`src/rtl/paired_tmr_pkg.sv`:
```
package paired_tmr_pkg;
  localparam logic [1:0] MODE_SPLIT = 2'b00;
  localparam logic [1:0] MODE_PWM   = 2'b01;
  localparam int         CHAIN_BIT  = 1;
  localparam int         LANES      = 2;
endpackage

```
`src/rtl/paired_tmr_lane.sv`:
```
module paired_tmr_lane #(
  parameter int WIDTH = 32
) (
  input  logic             clk,
  input  logic             rst_n,
  input  logic             en,
  input  logic             step,
  input  logic             up,
  input  logic             reload_now,
  input  logic             stop_now,
  input  logic [WIDTH-1:0] load_val,
  output logic [WIDTH-1:0] cnt,
  output logic             at_term,
  output logic             stopped
);
  assign at_term = up ? (cnt == {WIDTH{1'b1}}) : (cnt == '0);

  always_ff @(posedge clk) begin
    if (!rst_n) begin
      cnt     <= '0;
      stopped <= 1'b0;
    end else if (!en) begin
      cnt     <= load_val;
      stopped <= 1'b0;
    end else if (reload_now) begin
      cnt <= load_val;
    end else if (stop_now) begin
      stopped <= 1'b1;
    end else if (step && !stopped) begin
      cnt <= up ? cnt + 1'b1 : cnt - 1'b1;
    end
  end
endmodule

```
`src/rtl/paired_tmr_pwm.sv`:
```
module paired_tmr_pwm (
  input  logic clk,
  input  logic rst_n,
  input  logic active,
  input  logic period_done,
  input  logic high_done,
  output logic pwm_out
);
  always_ff @(posedge clk) begin
    if (!rst_n)           pwm_out <= 1'b0;
    else if (!active)     pwm_out <= 1'b0;
    else if (period_done) pwm_out <= 1'b1;
    else if (high_done)   pwm_out <= 1'b0;
  end
endmodule

```
`src/rtl/paired_tmr_irq.sv`:
```
module paired_tmr_irq (
  input  logic       clk,
  input  logic       rst_n,
  input  logic       set_a,
  input  logic       set_b,
  input  logic [1:0] clear,
  input  logic       ie_a,
  input  logic       ie_b,
  output logic       flag_a,
  output logic       flag_b,
  output logic       irq
);
  always_ff @(posedge clk) begin
    if (!rst_n) begin
      flag_a <= 1'b0;
      flag_b <= 1'b0;
    end else begin
      if (set_a)         flag_a <= 1'b1;
      else if (clear[0]) flag_a <= 1'b0;
      if (set_b)         flag_b <= 1'b1;
      else if (clear[1]) flag_b <= 1'b0;
    end
  end

  assign irq = (flag_a & ie_a) | (flag_b & ie_b);
endmodule

```
`src/rtl/paired_tmr_capture.sv`:
```
module paired_tmr_capture #(
  parameter int CW = 64
) (
  input  logic          clk,
  input  logic          rst_n,
  input  logic          take,
  input  logic [CW-1:0] count_in,
  output logic [CW-1:0] cap_out
);
  always_ff @(posedge clk) begin
    if (!rst_n)    cap_out <= '0;
    else if (take) cap_out <= count_in;
  end
endmodule

```
`src/rtl/paired_tmr.sv`:
```
module paired_tmr
  import paired_tmr_pkg::*;
#(
  parameter int WIDTH = 32
) (
  input  logic               clk,
  input  logic               rst_n,
  input  logic [1:0]         pair_mode,
  input  logic               a_enable,
  input  logic               a_count_up,
  input  logic               a_autoreload,
  input  logic               a_capture,
  input  logic               a_irq_en,
  input  logic               b_enable,
  input  logic               b_count_up,
  input  logic               b_autoreload,
  input  logic               b_irq_en,
  input  logic [WIDTH-1:0]   a_load,
  input  logic [WIDTH-1:0]   b_load,
  input  logic               capture_trig,
  input  logic [1:0]         irq_clear,
  output logic               pwm_out,
  output logic               irq,
  output logic [2*WIDTH-1:0] count_value,
  output logic [2*WIDTH-1:0] capture_value
);
  localparam int CW = 2 * WIDTH;

  logic chain, pwm_mode;
  assign chain    = pair_mode[CHAIN_BIT];
  assign pwm_mode = (pair_mode == MODE_PWM);

  logic [WIDTH-1:0] lane_load [LANES];
  logic [WIDTH-1:0] lane_cnt  [LANES];
  logic [LANES-1:0] lane_en, lane_up, lane_step, lane_rl, lane_stop;
  logic [LANES-1:0] lane_term, lane_stopped;

  assign lane_load[0] = a_load;
  assign lane_load[1] = b_load;
  assign lane_en[0]   = a_enable;
  assign lane_en[1]   = chain ? a_enable : b_enable;
  assign lane_up[0]   = a_count_up;
  assign lane_up[1]   = chain ? a_count_up : b_count_up;

  // Live terminal: lane running and sitting on its terminal value
  logic live_a, live_b;
  assign live_a = lane_en[0] & lane_term[0] & ~lane_stopped[0];
  assign live_b = lane_en[1] & lane_term[1] & ~lane_stopped[1];

  logic exp_a, exp_b, exp_chain, rl_a, rl_b, restart_b;
  assign exp_a     = ~chain & live_a;
  assign exp_b     = ~chain & live_b;
  assign exp_chain = chain & ~a_capture & live_a & lane_term[1];
  assign rl_a      = pwm_mode | a_autoreload;
  assign rl_b      = pwm_mode | b_autoreload;
  assign restart_b = pwm_mode & exp_a;

  always_comb begin
    lane_step[0] = 1'b1;
    lane_step[1] = chain ? live_a : 1'b1;
    if (chain) begin
      lane_rl   = {LANES{exp_chain & a_autoreload}};
      lane_stop = {LANES{exp_chain & ~a_autoreload}};
    end else begin
      lane_rl[0]   = exp_a & rl_a;
      lane_stop[0] = exp_a & ~rl_a;
      lane_rl[1]   = (exp_b & rl_b) | restart_b;
      lane_stop[1] = exp_b & ~rl_b & ~restart_b;
    end
  end

  for (genvar g = 0; g < LANES; g++) begin : g_lane
    paired_tmr_lane #(.WIDTH(WIDTH)) u_lane (
      .clk        (clk),
      .rst_n      (rst_n),
      .en         (lane_en[g]),
      .step       (lane_step[g]),
      .up         (lane_up[g]),
      .reload_now (lane_rl[g]),
      .stop_now   (lane_stop[g]),
      .load_val   (lane_load[g]),
      .cnt        (lane_cnt[g]),
      .at_term    (lane_term[g]),
      .stopped    (lane_stopped[g])
    );
  end

  assign count_value = {lane_cnt[1], lane_cnt[0]};

  logic flag_a, flag_b, cap_take;
  assign cap_take = chain & a_capture & a_enable & capture_trig &
                    (~flag_a | a_autoreload);

  paired_tmr_irq u_irq (
    .clk    (clk),
    .rst_n  (rst_n),
    .set_a  (exp_a | exp_chain | cap_take),
    .set_b  (exp_b),
    .clear  (irq_clear),
    .ie_a   (a_irq_en),
    .ie_b   (b_irq_en & ~chain),
    .flag_a (flag_a),
    .flag_b (flag_b),
    .irq    (irq)
  );

  paired_tmr_pwm u_pwm (
    .clk         (clk),
    .rst_n       (rst_n),
    .active      (pwm_mode & a_enable & b_enable),
    .period_done (exp_a),
    .high_done   (exp_b),
    .pwm_out     (pwm_out)
  );

  paired_tmr_capture #(.CW(CW)) u_cap (
    .clk      (clk),
    .rst_n    (rst_n),
    .take     (cap_take),
    .count_in (count_value),
    .cap_out  (capture_value)
  );
endmodule

```
`config.mk`:
```
export PLATFORM = sky130hd
export DESIGN_NAME = paired_tmr
export DESIGN_NICKNAME = d
export VERILOG_FILES = /design/src/rtl/paired_tmr_pkg.sv /design/src/rtl/paired_tmr_lane.sv /design/src/rtl/paired_tmr_pwm.sv /design/src/rtl/paired_tmr_irq.sv /design/src/rtl/paired_tmr_capture.sv /design/src/rtl/paired_tmr.sv
export SDC_FILE = /design/constraint.sdc
export NUM_CORES = 1
export LEC_CHECK = 0
export ABC_AREA = 1
export BUFFER_PORTS_ARGS = -buffer_cell sky130_fd_sc_hd__buf_2
export CAP_MARGIN = 30
export CORE_MARGIN = 3
export CORE_UTILIZATION = 52
export CTS_CLUSTER_DIAMETER = 150
export DETAILED_ROUTE_END_ITERATION = 10
export PLACE_DENSITY = 0.76
export SLEW_MARGIN = 20
export SYNTH_ARGS = -nofsm -noshare
export SYNTH_HDL_FRONTEND = slang
export SYNTH_HIERARCHICAL = 1
export SYNTH_SLANG_ARGS = --single-unit
```
`constraint.sdc`:
```
create_clock -name clk -period 2.54 [get_ports clk]
set_input_delay 0.508 -clock clk [delete_from_list [all_inputs] [get_ports clk]]
set_output_delay 0.508 -clock clk [all_outputs]
set_load 0.02 [all_outputs]
```
# Yosys cells after proc, flatten, opt, wreduce, memory -nomap -nowiden
# Cells that the tools add are included.
[classes] n_mux=23 bitwise=44 n_reduce_logical=14 n_addsub=4 n_eq_ne=7
[ops] cell="two-way mux 32 bit" count=10
[ops] cell="adder 32 x 1 -> 32 bit, second input constant" count=2
[ops] cell="== test 32 bit, second input constant" count=2
[ops] cell="logical NOT 32 bit" count=2
[ops] cell="subtractor 32 x 1 -> 32 bit, second input constant" count=2
[ops] cell="AND 1 bit" count=26
[ops] cell="AND reduction 2 bit" count=7
[ops] cell="inequality test 3 bit, second input constant" count=4
[ops] cell="two-way mux 1 bit" count=11
[ops] cell="inverter 1 bit" count=11
[ops] cell="bitwise OR 1 bit" count=7
[ops] cell="nonzero test 2 bit" count=3
[ops] cell="two-way mux 2 bit" count=2
[ops] cell="== test 2 x 1 -> 1 bit, second input constant" count=1
[ops] cell="logical AND 1 bit" count=1
[ops] cell="logical NOT 1 bit" count=1
[totals] output_inout_bits=130 wordCells=100 in_bits=80 regBits=133

# Logic depth before layout (Yosys ltp)
[depth] depth_word=12 ltp_mapped=18

# Modules after synthesis
# Netlist, hierarchy kept.
[by_module_without_submodules] module="paired_tmr_lane at g_lane[1].u_lane" instances=1 area_each_um2=4053.9 seq_area_each_um2=660.6 cells_per_inst=739
[by_module_without_submodules] module="paired_tmr_lane at g_lane[0].u_lane" instances=1 area_each_um2=3998.8 seq_area_each_um2=660.6 cells_per_inst=739
[by_module_without_submodules] module="paired_tmr_capture" instances=1 area_each_um2=2670.1 seq_area_each_um2=1281.2 cells_per_inst=405
[by_module_without_submodules] module="paired_tmr" instances=1 area_each_um2=219.0 seq_area_each_um2=0.0 cells_per_inst=47
[by_module_without_submodules] module="paired_tmr_irq" instances=1 area_each_um2=87.6 seq_area_each_um2=40.0 cells_per_inst=14
[by_module_without_submodules] module="paired_tmr_pwm" instances=1 area_each_um2=43.8 seq_area_each_um2=20.0 cells_per_inst=6

# Worst setup path after synthesis
# Ideal clock, no wire load.
[synth_timing] path_type="in2reg" startpoint="in pair_mode[1]" endpoint="reg g_lane[1].u_lane.cnt[13]" n_path_buf=0 required_time_ps=2406 stages=13 arrival_ps=2623 setup_time_ps=134 slack_ps=-217 path_cell_list="inv_2 nand2_1 nand2_1 inv_1 ha_1 or2_1 nand3_1 nand2_1 nand2_1 nand2_2 or2_1 nand3_1 a31oi_1"
[synth_between] elab_chain_cells=10 elab_cells_between_ends=34 cone_classes="eq/ne (3); mux (11); bitwise (18); reduce/logical (2)"
[synth_rtl] item="start, declared" line="paired_tmr.sv:8" source="input logic [1:0] pair_mode,"
[synth_rtl] item="two-way mux 1 bit (*)" line="paired_tmr.sv:43" source="assign lane_up[1] = chain ? a_count_up : b_count_up;"
[synth_rtl] item="via lane_up[1]" line="paired_tmr.sv:35" source="logic [LANES-1:0] lane_en, lane_up, lane_step, lane_rl, lane_stop;"
[synth_rtl] item="two-way mux 1 bit" line="paired_tmr_lane.sv:16" source="assign at_term = up ? (cnt == {WIDTH{1'b1}}) : (cnt == '0);"
[synth_rtl] item="AND 1 bit (2 in a row)" line="paired_tmr.sv:48" source="assign live_b = lane_en[1] & lane_term[1] & ~lane_stopped[1];"
[synth_rtl] item="AND 1 bit" line="paired_tmr.sv:52" source="assign exp_b = ~chain & live_b;"
[synth_rtl] item="AND 1 bit, on equally long branches" line="paired_tmr.sv:67, paired_tmr.sv:68"
[synth_rtl] item="bitwise OR 1 bit or AND 1 bit (tied branches)" line="paired_tmr.sv:67, paired_tmr.sv:68"
[synth_rtl] item="two-way mux 2 bit" line="paired_tmr.sv:61" source="if (chain) begin"
[synth_rtl] item="inequality test 3 bit (no source line) or two-way mux 32 bit (tied branches)"
[synth_rtl] item="AND reduction 2 bit (no source line) or two-way mux 32 bit (tied branches)"
[synth_rtl] item="end signal, assigned" line="paired_tmr_lane.sv:23" source="cnt <= load_val;"
[synth_rtl] item="end signal, assigned" line="paired_tmr_lane.sv:26" source="cnt <= load_val;"
[synth_rtl] item="end signal, assigned" line="paired_tmr_lane.sv:30" source="cnt <= up ? cnt + 1'b1 : cnt - 1'b1;"
[synth_rtl] item="end, declared" line="paired_tmr_lane.sv:12" source="output logic [WIDTH-1:0] cnt,"
# The timed path passes the listed nets; every way through them passes the cells marked *. The select of a mux whose other input is x is not followed.
# A chain may end at the register's enable or synchronous reset.

# Final worst setup path
[layout_timing] startpoint="reg g_lane[1].u_lane.cnt[12]" endpoint="reg g_lane[1].u_lane.cnt[7]"
[layout_between] elab_chain_cells=10 elab_cells_between_ends=20 cone_classes="eq/ne (3); mux (5); bitwise (10); reduce/logical (2)"
[layout_rtl] item="== test 32 bit or logical NOT 32 bit (tied branches)" line="paired_tmr_lane.sv:16"
[layout_rtl] item="two-way mux 1 bit (*)" line="paired_tmr_lane.sv:16"
[layout_rtl] item="via lane_term[1]" line="paired_tmr.sv:36" source="logic [LANES-1:0] lane_term, lane_stopped;"
[layout_rtl] item="AND 1 bit (2 in a row)" line="paired_tmr.sv:48"
[layout_rtl] item="AND 1 bit" line="paired_tmr.sv:52"
[layout_rtl] item="AND 1 bit (2 in a row)" line="paired_tmr.sv:68" source="lane_stop[1] = exp_b & ~rl_b & ~restart_b;"
[layout_rtl] item="two-way mux 2 bit (*)" line="paired_tmr.sv:61"
[layout_rtl] item="via lane_stop[1]" line="paired_tmr.sv:35"
[layout_rtl] item="inequality test 3 bit (no source line) (*)"
[layout_rtl] item="AND reduction 2 bit (no source line) (*)"
# The timed path passes the listed nets; every way through them passes the cells marked *.

==> impl_metrics.py <==
metrics = {
    "outcome": {
        "status": "finished, violations left",
        "violations": "setup timing",
    },
    "sta": {
        "min_period_ns": 2.88,
        "setup_slack_ns": -0.342,
        "fin_setup_tns_ns": -8.45,
        "slew_headroom_pct": 45.7,
        "slew_violations": 0,
        "rsz0062_at_grt": "yes",
        "final_hold_viol_count": 0,
        "fin_skew_ns": 0.0132,
        "worstMarginPinSlew_ns": 0.809,
        "setup_viol": 64,
        "fmax_mhz": 347,
        "fin_crit_sh_pct": 113,
    },
    "hold_path": {
        "min_to": "u_irq/flag_b",
        "hold_start": "irq_clear[1]",
        "hold-path-cell-count": 4,
        "min_path_type": "in -> reg",
    },
    "worst_setup_path": {
        "critPathKind": "reg -> reg",
        "cp-start-kind": "register",
        "reg2reg_to": "g_lane[1].u_lane/cnt[7]",
        "rrSetupSlack_ns": -0.34,
        "critPathArrivalTime_ns": 3.17,
        "critPathMaxFanout": 8,
        "rr_worst_depth": 15,
        "crit_required_ns": 2.83,
        "critPathCaptureType": "register",
        "r2r_start": "g_lane[1].u_lane/cnt[12]",
    },
    "clock_network": {
        "root_buffer": "clkbuf_16",
        "cts_tree": "yes",
        "cts_buffers": 17,
        "cts_max_level": 4,
        "clkLatencyLatePin_ns": 0.43,
        "clkTransAtPathRegs_ns": 0.07,
        "ctsHoldBuffers": 0,
        "cts.sinks": 133,
        "clk_path_buf_depth": 2,
    },
    "synthesis": {
        "synth.top_cell.area_share_pct": 24.0,
        "netlist_area_um2": 11100,
        "ys_seq_area_share_pct": 24.0,
        "yosysTopAreaCell": "dfxtp_1",
        "synth.avg_cell_area_um2": 5.68,
        "async_flop_share_pct": 0,
        "ys.flop_type": "dfxtp_1",
        "syn-instance-count": 1950,
        "ys_ff_latch": 133,
        "synth_edf_count": 0,
        "syn-num-nets": 2092,
        "ys_warn_count": 6,
        "yosys-top-cells-area": "dfxtp_1, nand2_1, inv_1",
        "synthTopCellsByCount": "nand2_1, inv_1, nor2_1",
        "synth_most_common_cell": "nand2_1",
        "synth_cell_type_count": 40,
    },
    "floorplan": {
        "die_y_um": 152,
        "coreArea_um2": 20600,
        "die-area_um2": 23100,
        "fp.dieW_um": 152,
        "fp-row-count": 52,
        "start_util_pct": 53.9,
        "top_level_ports": 210,
    },
    "detailed_routing": {
        "wirelength_um": 44800,
        "vias_per_cell": 5.27,
        "vias": 14090,
        "first_pass_iters": 7,
        "first_iter_violations": 1224,
        "drc": 0,
        "ant_nets": 0,
        "routedWlPerCell_um": 16.8,
    },
    "power_and_ir_drop": {
        "p_per_area_nw_per_um2": 588,
        "vdd_drop_max_mv": 0.408,
        "p_leak_nw": 8.79,
    },
    "placement": {
        "port_buffers": 209,
        "detailed_place_hpwl_um": 34000,
        "placed_area_um2": 14200,
        "dp_slack_ns": -0.330,
        "globalplace.congestion": 1.06,
    },
    "finish": {
        "final_nets": 2532,
        "stdcell_area_um2": 15500,
        "synthToLayoutAreaGrowth_pct": 39.8,
        "drive_gt1_share_pct": 27.5,
        "antennaDiodeCount": 0,
        "num-fill-cells": 1764,
    },
    "global_routing": {
        "global_route.overflow_total": 0,
        "track_usage_pct": 36.1,
        "grt_pass1_vias": 12965,
        "antenna_found_initial": 1,
        "grt_pass1_wl_um": 67700,
        "grt_max_degree": 67,
    },
    "job": {
        "maxCapViolCount": 0,
    },
}
## through the flow
stage               std cells  utilization (%)  hold WS [ns]  power (W)
global route             2673             75.3         0.328    0.00955
detailed placement       2626             68.9         0.455    0.00609
floorplan                1950                -         0.435    0.00449
CTS                      2667             73.2         0.307    0.00889
global placement         2626             68.9         0.449    0.00604
finish                   2673             75.3         0.325    0.00910
## critical path, stage by stage (launching register included)
cell and delay [ns]:
dfxtp_2 0.34, nor4_2 0.32, buf_4 0.16, nand4_1 0.20, o31ai_4 0.37, inv_2 0.10, nor2_4 0.12, nand3_2 0.10
nand2_2 0.11, nor2_2 0.05, nand2_2 0.13, nand2_8 0.13, buf_12 0.17, buf_4 0.13, o21ai_2 0.19, a31oi_2 0.10
## report_power, final
| group | leakage [nW] | internal (W) | switching, W |
|---|---|---|---|
| Sequential | 1.10 | 0.00225 | 0.000146 |
| Clock | 0.307 | 0.00152 | 0.00122 |
| Combinational | 7.38 | 0.00159 | 0.00237 |
## layout by cell type (no fill, tap or decap), types with 14 or more instances in the layout
master     instances
clkbuf_16         22
a21oi_2           24
xor2_1            18
nand2_1          683
nor2_1           213
nand3_1           93
a31oi_1           25
nand4_1           26
ha_1              60
inv_1            348
nand2_2           34
buf_2            209
dfxtp_1          118
dfxtp_2           15
o21ai_2           23
buf_4            230
a21oi_1           60
o21ai_0           37
buf_12            14
## routing by layer
layer / wire [um] / vias to the layer above / track usage, %
met2: 19600 / 766 / 57.4
met5: 13 / - / 0
met1: 18600 / 6284 / 48.5
met3: 4980 / 133 / 7.79
met4: 1600 / 2 / 13.2
li1: - / 6905 / -
## final cells by class
class / instances / area [um^2] / area share (%)
Clock buffer: 17 / 425 / 2.75
Clock inverter: 15 / 208 / 1.34
Inverter: 362 / 1380 / 8.89
Multi-Input combinational cell: 1406 / 7120 / 46.0
Sequential cell: 133 / 2680 / 17.3
Tap cell: 270 / 338 / 2.18
Timing Repair Buffer: 470 / 3330 / 21.5
## sequential cells by signal, summed over array words and instances (netlist names)
register / flops
g_lane.u_lane/cnt: 64
g_lane.u_lane/stopped: 2
u_cap/cap_out: 64
u_irq/flag_a: 1
u_irq/flag_b: 1
u_pwm/pwm_out: 1
## worst max-delay path by stage
| stage | start | end | slack, ns | cells past startpoint |
|---|---|---|---|---|
| global placement | g_lane[0].u_lane/cnt[20] | g_lane[0].u_lane/cnt[23] | -0.25 | 16 |
| global route | g_lane[1].u_lane/cnt[12] | g_lane[1].u_lane/cnt[7] | -0.41 | 15 |
| detailed placement | g_lane[0].u_lane/cnt[24] | g_lane[0].u_lane/cnt[22] | -0.33 | 16 |
| CTS | g_lane[0].u_lane/cnt[12] | g_lane[0].u_lane/cnt[21] | -0.11 | 16 |
| floorplan | pair_mode[1] | g_lane[1].u_lane/cnt[13] | -0.22 | 13 |
| finish | g_lane[1].u_lane/cnt[12] | g_lane[1].u_lane/cnt[7] | -0.34 | 15 |
## logic make-up (layout without fill, tap and decap cells)
| family | Yosys count | after routing | share of synthesized area (%) |
|---|---|---|---|
| and+or+nand+nor | 1124 | 1124 | 42.1 |
| buffers and inverters | 411 | 864 | 15.0 |
| AOI/OAI and AO/OA | 201 | 201 | 10.3 |
| DFF | 133 | 133 | 24.0 |
| adders and majority gates | 62 | 62 | 7.14 |
| xor gates and xnor gates | 18 | 18 | 1.42 |
| other | 1 | 1 | 0.0339 |
## repair_timing
item                                    CTS  global route
endpoints found under the setup margin   63            65
buffers inserted                          8             6
pin swaps                                12            34
hold endpoints to repair                  0             0
gates resized for setup                  41           115
gates cloned                              1             5
(Power assumes the default switching activity.)
